<file path="src/rtl/mct_pkg.sv">
package mct_pkg;
  localparam int DW       = 32;
  localparam int AW       = 8;
  localparam int NUM_GCMP = 4;

  localparam logic [AW-1:0] A_CNT_LO    = 8'h00;
  localparam logic [AW-1:0] A_CNT_HI    = 8'h04;
  localparam logic [AW-1:0] A_CMP_BASE  = 8'h10;
  localparam logic [AW-1:0] A_RLD_BASE  = 8'h40;
  localparam logic [AW-1:0] A_LCNT_BASE = 8'h60;
  localparam logic [AW-1:0] A_EN        = 8'h80;
  localparam logic [AW-1:0] A_ST        = 8'h84;
  localparam logic [AW-1:0] A_RUN       = 8'h88;

  // byte address of the idx-th word above base
  function automatic logic [AW-1:0] word_addr(logic [AW-1:0] base, int idx);
    return base + AW'(4 * idx);
  endfunction
endpackage

</file>
<file path="src/rtl/mct_global.sv">
module mct_global #(
  parameter int HW   = 32,
  parameter int NCMP = 4,
  localparam int CW  = 2 * HW
) (
  input  logic                     clk,
  input  logic                     rst,
  input  logic [NCMP-1:0]          cmp_we,
  input  logic                     cmp_hi,
  input  logic [HW-1:0]            wdata,
  output logic [CW-1:0]            cnt_o,
  output logic [NCMP-1:0][CW-1:0]  cmp_o,
  output logic [NCMP-1:0]          match_o
);
  logic [CW-1:0] cnt_q;

  function automatic logic [CW-1:0] count_step(logic [CW-1:0] v);
    return v + CW'(1);
  endfunction

  always_ff @(posedge clk) begin
    if (rst) cnt_q <= '0;
    else     cnt_q <= count_step(cnt_q);
  end
  assign cnt_o = cnt_q;

  for (genvar ch = 0; ch < NCMP; ch++) begin : g_cmp
    logic [CW-1:0] cmp_q;
    always_ff @(posedge clk) begin
      if (rst) cmp_q <= '1;
      else if (cmp_we[ch]) begin
        if (cmp_hi) cmp_q[CW-1:HW] <= wdata;
        else        cmp_q[HW-1:0]  <= wdata;
      end
    end
    assign cmp_o[ch]   = cmp_q;
    assign match_o[ch] = (cnt_q == cmp_q);
  end

  p_free_run_r1: assert property (@(posedge clk) disable iff (rst)
    1'b1 |=> cnt_q == $past(cnt_q) + CW'(1));
endmodule

</file>
<file path="src/rtl/mct_local.sv">
module mct_local #(
  parameter int W = 32
) (
  input  logic         clk,
  input  logic         rst,
  input  logic         load_we,
  input  logic [W-1:0] load_val,
  input  logic         run,
  output logic         expire_o,
  output logic [W-1:0] cnt_o,
  output logic [W-1:0] reload_o
);
  logic [W-1:0] cnt_q;
  logic [W-1:0] reload_q;

  function automatic logic [W-1:0] step_down(logic [W-1:0] c, logic [W-1:0] r);
    return (c == '0) ? r : c - W'(1);
  endfunction

  assign expire_o = run && !load_we && (cnt_q == '0);

  always_ff @(posedge clk) begin
    if (rst) begin
      cnt_q    <= '0;
      reload_q <= '0;
    end else if (load_we) begin
      cnt_q    <= load_val;
      reload_q <= load_val;
    end else if (run) begin
      cnt_q    <= step_down(cnt_q, reload_q);
    end
  end

  assign cnt_o    = cnt_q;
  assign reload_o = reload_q;

  p_reload_on_expiry_r3: assert property (@(posedge clk) disable iff (rst)
    expire_o |=> cnt_q == $past(reload_q));
  p_hold_when_stopped_r4: assert property (@(posedge clk) disable iff (rst)
    (!run && !load_we) |=> $stable(cnt_q));
endmodule

</file>
<file path="src/rtl/mct_irq.sv">
module mct_irq #(
  parameter int NB = 6
) (
  input  logic          clk,
  input  logic          rst,
  input  logic [NB-1:0] set_i,
  input  logic [NB-1:0] clr_i,
  input  logic          en_we,
  input  logic [NB-1:0] en_val,
  output logic [NB-1:0] st_o,
  output logic [NB-1:0] en_o
);
  logic [NB-1:0] st_q;
  logic [NB-1:0] en_q;

  function automatic logic [NB-1:0] sticky_next(logic [NB-1:0] s, logic [NB-1:0] set,
                                                logic [NB-1:0] clr);
    return (s & ~clr) | set;
  endfunction

  always_ff @(posedge clk) begin
    if (rst) begin
      st_q <= '0;
      en_q <= '0;
    end else begin
      st_q <= sticky_next(st_q, set_i, clr_i);
      if (en_we) en_q <= en_val;
    end
  end

  assign st_o = st_q;
  assign en_o = en_q;

  for (genvar b = 0; b < NB; b++) begin : g_chk
    p_set_wins_r5: assert property (@(posedge clk) disable iff (rst)
      set_i[b] |=> st_q[b]);
    p_w1c_r5: assert property (@(posedge clk) disable iff (rst)
      (clr_i[b] && !set_i[b]) |=> !st_q[b]);
  end
endmodule

</file>
<file path="src/rtl/mct_timer_unit.sv">
module mct_timer_unit
  import mct_pkg::*;
#(
  parameter int NCPU         = 2,
  parameter bit SHARED_LOCAL = 1'b0,
  localparam int NB          = NUM_GCMP + NCPU,
  localparam int NOUT        = NUM_GCMP + (SHARED_LOCAL ? 1 : NCPU)
) (
  input  logic            clk,
  input  logic            rst,
  input  logic            req_valid,
  output logic            req_ready,
  input  logic            req_write,
  input  logic [AW-1:0]   req_addr,
  input  logic [DW-1:0]   req_wdata,
  output logic            rsp_valid,
  output logic [DW-1:0]   rsp_rdata,
  output logic [NOUT-1:0] irq_o
);
  localparam int CW = 2 * DW;

  logic wr, rd;
  assign req_ready = 1'b1;
  assign wr = req_valid & req_write;
  assign rd = req_valid & ~req_write;

  logic unused_wdata;
  assign unused_wdata = ^req_wdata[DW-1:NB];

  // write decode
  logic [NUM_GCMP-1:0] cmp_we;
  logic [NCPU-1:0]     load_we;
  logic                en_we, st_we, run_we;
  always_comb begin
    for (int ch = 0; ch < NUM_GCMP; ch++)
      cmp_we[ch] = wr && (req_addr == word_addr(A_CMP_BASE, 2*ch) ||
                          req_addr == word_addr(A_CMP_BASE, 2*ch + 1));
    for (int i = 0; i < NCPU; i++)
      load_we[i] = wr && (req_addr == word_addr(A_RLD_BASE, i));
  end
  assign en_we  = wr && (req_addr == A_EN);
  assign st_we  = wr && (req_addr == A_ST);
  assign run_we = wr && (req_addr == A_RUN);

  // global counter and compares
  logic [CW-1:0]                gcnt;
  logic [NUM_GCMP-1:0][CW-1:0]  gcmp;
  logic [NUM_GCMP-1:0]          gmatch;
  mct_global #(.HW(DW), .NCMP(NUM_GCMP)) u_global (
    .clk(clk), .rst(rst), .cmp_we(cmp_we), .cmp_hi(req_addr[2]),
    .wdata(req_wdata), .cnt_o(gcnt), .cmp_o(gcmp), .match_o(gmatch)
  );

  // per-processor countdown timers
  logic [NCPU-1:0]         run_q;
  logic [NCPU-1:0]         lexpire;
  logic [NCPU-1:0][DW-1:0] lcnt;
  logic [NCPU-1:0][DW-1:0] lrld;

  always_ff @(posedge clk) begin
    if (rst)         run_q <= '0;
    else if (run_we) run_q <= req_wdata[NCPU-1:0];
  end

  for (genvar i = 0; i < NCPU; i++) begin : g_local
    mct_local #(.W(DW)) u_local (
      .clk(clk), .rst(rst), .load_we(load_we[i]), .load_val(req_wdata),
      .run(run_q[i]), .expire_o(lexpire[i]), .cnt_o(lcnt[i]), .reload_o(lrld[i])
    );
  end

  // interrupt status and enables
  logic [NB-1:0] st, en, clr;
  assign clr = st_we ? req_wdata[NB-1:0] : '0;
  mct_irq #(.NB(NB)) u_irq (
    .clk(clk), .rst(rst), .set_i({lexpire, gmatch}), .clr_i(clr),
    .en_we(en_we), .en_val(req_wdata[NB-1:0]), .st_o(st), .en_o(en)
  );

  logic [NB-1:0] active;
  assign active = st & en;
  if (SHARED_LOCAL) begin : g_shared
    assign irq_o = {|active[NB-1:NUM_GCMP], active[NUM_GCMP-1:0]};
  end else begin : g_separate
    assign irq_o = active;
  end

  // read path
  logic [DW-1:0] hi_q;
  logic [DW-1:0] rdata_d;
  always_comb begin
    rdata_d = '0;
    if (req_addr == A_CNT_LO) rdata_d = gcnt[DW-1:0];
    if (req_addr == A_CNT_HI) rdata_d = hi_q;
    if (req_addr == A_EN)     rdata_d = DW'(en);
    if (req_addr == A_ST)     rdata_d = DW'(st);
    if (req_addr == A_RUN)    rdata_d = DW'(run_q);
    for (int ch = 0; ch < NUM_GCMP; ch++) begin
      if (req_addr == word_addr(A_CMP_BASE, 2*ch))     rdata_d = gcmp[ch][DW-1:0];
      if (req_addr == word_addr(A_CMP_BASE, 2*ch + 1)) rdata_d = gcmp[ch][CW-1:DW];
    end
    for (int i = 0; i < NCPU; i++) begin
      if (req_addr == word_addr(A_RLD_BASE, i))  rdata_d = lrld[i];
      if (req_addr == word_addr(A_LCNT_BASE, i)) rdata_d = lcnt[i];
    end
  end

  always_ff @(posedge clk) begin
    if (rst) begin
      rsp_valid <= 1'b0;
      rsp_rdata <= '0;
      hi_q      <= '0;
    end else begin
      rsp_valid <= rd;
      if (rd) rsp_rdata <= rdata_d;
      if (rd && req_addr == A_CNT_LO) hi_q <= gcnt[CW-1:DW];
    end
  end

  p_read_latency_r10: assert property (@(posedge clk) disable iff (rst)
    rd |=> rsp_valid);
  p_hi_capture_r8: assert property (@(posedge clk) disable iff (rst)
    (rd && req_addr == A_CNT_LO) |=> hi_q == $past(gcnt[CW-1:DW]));
endmodule

</file>
<file path="config.mk">
export PLATFORM = sky130hd
export DESIGN_NAME = mct_timer_unit
export DESIGN_NICKNAME = d
export VERILOG_FILES = /design/src/rtl/mct_pkg.sv /design/src/rtl/mct_global.sv /design/src/rtl/mct_local.sv /design/src/rtl/mct_irq.sv /design/src/rtl/mct_timer_unit.sv
export SDC_FILE = /design/constraint.sdc
export NUM_CORES = 1
export LEC_CHECK = 0
export BUFFER_PORTS_ARGS = -buffer_cell sky130_fd_sc_hd__buf_4
export CAP_MARGIN = 10
export CELL_PAD_IN_SITES_DETAIL_PLACEMENT = 0
export CELL_PAD_IN_SITES_GLOBAL_PLACEMENT = 1
export CORE_UTILIZATION = 49
export CTS_BUF_LIST = sky130_fd_sc_hd__clkbuf_8
export DETAILED_ROUTE_END_ITERATION = 10
export PLACE_DENSITY = 0.87
export SLEW_MARGIN = 15
export SYNTH_ARGS = -nofsm -noshare
export SYNTH_HDL_FRONTEND = slang
export SYNTH_SLANG_ARGS = --single-unit
</file>
<file path="constraint.sdc">
create_clock -name clk -period 4.1 [get_ports clk]
set_input_delay 1.025 -clock clk [delete_from_list [all_inputs] [get_ports clk]]
set_output_delay 1.025 -clock clk [all_outputs]
set_load 0.01 [all_outputs]
</file>
==> run_results.csv <==
group,metric,value,unit
timing,fmax,287,MHz
route,detail_route.iter0.violations,4676,
yosys,synthesis.instances,3776,
timing,final.setup_skew,0.0278,ns
floorplanning,die_height,245,um
layout,fill_cells,5558,
grt,gr-total-overflow,0,
layout,net_count_final,3799,
pwr,ir_worst_vdd,0.000287,V
floorplanning,standard_cell_row_count,88,
layout,area.growth.synth_to_final,12.5,%
setup_path,timing.critical_path.fanout_max,8,
yosys,synth_area,28900,um2
cts,count_of_hold_buffers_inserted_by_post_cts_repair,0,
yosys,async_set_reset_flop_share_out_of_synthesis,0,%
worst_hold_path,hold_class,"reg2reg",
setup_path,crit-reg2reg-launch,"u_global.cnt_o[35]$_SDFF_PP0_",
timing,period_share,85.1,%
placed_design,gp_congestion,1.07,
yosys,yosysTopAreaCell,"dfxtp_1",
yosys,register_area_share_after_synthesis,36.5,%
timing,setup_violations_final,0,
yosys,netlist.area_leader.share,36.5,%
route,firstDrtPassIters,7,
route,route.detailed.vias_per_inst,6.56,
route,drt_drc,0,
layout,final-seq-area,10600,um2
yosys,synth.top_cells.by_area,"dfxtp_1 37%, nand2_1 11%, xor2_1 8.8%",
yosys,mappedNetlistNets,3824,
yosys,synth_cell_types,78,
cts,cts_post_setup_buffers_inserted,0,
pwr,p_total,11400,uW
layout,proportion_of_layout_cells_with_a_drive_suffix_above_1,11.6,%
setup_path,critPathCapture,"u_irq.st_o[1]$_SDFF_PP0_",
yosys,postSynth.topFlopCell,"dfxtp_1",
yosys,ys.warnings.count,0,
setup_path,stages_on_the_worst_setup_path,6,
layout,finish.utilization,56.0,%
setup_path,crit_type,"reg2reg",
setup_path,worstPathBufferInverterCount,0,
timing,timing.slew.headroom,21.4,%
setup_path,path_delay_family,"simple AND/OR/NAND/NOR gates",
yosys,synth_edf_count,0,
timing,finalWorstPathRequiredPeriod,3.49,ns
floorplanning,die_area,60000,um2
cts,cts.reportedPaths.clkPinSlew,0.06,ns
setup_path,worst-r2r-setup-slack,0.61,ns
layout,most-common-layout-cells,"861 x nand2_1, 527 x dfxtp_1, 289 x xor2_1",
route,routedWlPerCell,29.4,um
floorplanning,initial_core_util,49.8,%
cts,root_buffer,"clkbuf_8",
setup_path,r2r_cells,6,
route,detailroute.via_count,30100,
setup_path,start_kind,"flip-flop",
job,max_cap_viol_count,0,
cts,cts_tree,"yes",
yosys,postSynthRegisterBits,527,
pwr,power_density,349,nW/um2
cts,cts-htree-levels,3,
cts,cts-buffers-inserted,95,
cts,cts_repair_resize_count,0,
setup_path,setup.worst_path.start,"u_global.cnt_o[35]$_SDFF_PP0_",
yosys,syn_area_per_cell,7.65,um2
timing,max_slew.worst_pin.slew,1.17,ns
floorplanning,die_w,245,um
grt,grt_pass1_vias,26900,
setup_path,crit_path_cell_trace,"xor2_1 -> nor4_1 -> nand4_1 -> nor4_1 -> a21oi_1 -> nor2_1",
timing,setup_tns,0,ns
placed_design,hpwl,98.1,mm
floorplanning,standard_cell_core_area,58000,um2
grt,grt_max_degree,139,
grt,grt_antenna_before_repair,4,
route,totalWireLength,135,mm
layout,final_common_cell,"nand2_1",
setup_path,crit_slowest_cell,"nor4_1",
timing,postLayoutSetupSlackWorst,0.613,ns
cts,cts.sink_count,527,
layout,multi_input_area,17000,um2
floorplanning,floorplan.io_pins,84,
cts,clk-insertion-delay-late,0.71,ns
pwr,leakagePower,0.0121,uW
route,detail-route-antenna-nets,0,
setup_path,signal_arrival_time_at_the_worst_endpoint,4.12,ns
setup_path,rr_endpoint,"u_irq.st_o[1]$_SDFF_PP0_",
placed_design,place_worst_setup_slack,0.589,ns
setup_path,crit_end_category,"flip-flop",
placed_design,io_buffers,82,
cts,cts.path.max_buffers,3,
setup_path,cp.required,4.73,ns
grt,grt_first_pass_wirelength,192,mm
timing,hold_violations,0,
timing,grt_setup_unrepaired,"no",
outcome,outcome,"complete, no violations",
setup_path,crit_path_most_repeated_cell,"nor4_1",
setup_path,cp_slowest_stage_delay,1.04,ns
timing,slew_violations,0,
grt,grt_usage,44.0,%
routing by layer:
metal	share of wire, %	global-route usage (%)
met5	0.031	0
met4	5.5	21.5
met3	15	16.7
met2	40	60.7
met1	40	59.4
metrics by stage:
stage,cell area [um2],cells,hold slack [ns]
floorplan,28900,3776,0.427
global placement,30500,4419,0.434
detailed placement,30500,4419,0.443
CTS,32500,4587,0.451
global route,32500,4587,0.468
finish,32500,4588,0.452
state kept, by name (all words and copies together), names as in the netlist:
register and count:
u_global.g_cmp.cmp_q 256, g_local.u_local.cnt_o 64, g_local.u_local.reload_o 64, u_global.cnt_o 64, hi_q 32, rsp_rdata 32
u_irq.en_o 6, u_irq.st_o 6, run_q 2, rsp_valid 1
worst min path at each step:
| stage | endpoint | startpoint | cells past startpoint |
|---|---|---|---|
| 6_report | hi_q[7]$_SDFFE_PP0P_ | hi_q[7]$_SDFFE_PP0P_ | 2 |
| 5_1_grt | hi_q[26]$_SDFFE_PP0P_ | hi_q[26]$_SDFFE_PP0P_ | 2 |
| 4_1_cts | hi_q[5]$_SDFFE_PP0P_ | hi_q[5]$_SDFFE_PP0P_ | 2 |
| 3_5_place_dp | hi_q[26]$_SDFFE_PP0P_ | hi_q[26]$_SDFFE_PP0P_ | 2 |
| 3_3_place_gp | hi_q[3]$_SDFFE_PP0P_ | hi_q[3]$_SDFFE_PP0P_ | 2 |
| 2_1_floorplan | hi_q[3]$_SDFFE_PP0P_ | hi_q[3]$_SDFFE_PP0P_ | 2 |
final cells by class:
type | instances | share of cell area [%]
inverters | 17 | 0.196
repair buffers | 232 | 5.69
flip-flops and latches | 527 | 32.5
clock buffers | 120 | 5.08
multi-input cells | 2878 | 52.4
diodes | 1 | 0.00770
well taps | 765 | 2.94
clock inverters | 48 | 1.23
tightest hold or removal path: stages (launching register included):
cell     delay [ns]
dfxtp_1        0.31
nand2_1        0.05
a21oi_1        0.05
synthesized netlist by cell type, drive strengths merged, types with 6 or more instances:
cell type	number
nor4b	9
mux2	16
dfxtp	527
a31oi	32
o221a	8
o221ai	26
a221oi	28
a221o	11
nor4	133
a22oi	24
o22ai	65
or2	9
nand2	861
xor2	289
o21ai	120
buf	26
a311oi	18
and3	13
o31ai	7
mux2i	53
nor2	261
inv	16
o21a	9
nand2b	13
o2bb2ai	8
a21boi	11
o22a	8
and2	12
a211oi	36
xnor2	49
clkbuf	328
a21oi	165
nand3b	264
o211ai	18
or3	20
nand4	39
or4	10
nor3	68
o32ai	7
nor2b	26
or4b	6
and4	6
nand3	54
o31a	12
where the power goes:
group	leakage [uW]	internal (uW)	switching [uW]
combinational	0.00668	221	483
clock	0.00115	3060	2410
sequential	0.00426	5140	36.5
kinds of logic (layout without fill, tap and decap cells):
logic type,Yosys count,after routing,synth area share (%)
xor gates and xnor gates,338,338,10.2
and+or+nand+nor,1813,1813,30.7
DFF,527,527,36.5
buffers and inverters,371,417,4.94
adders and majority gates,4,4,0.173
other,1,2,0.0130
muxes,70,70,2.54
AOI/OAI and AO/OA,652,652,14.9
Note: power is estimated with default switching activity, not from simulation.
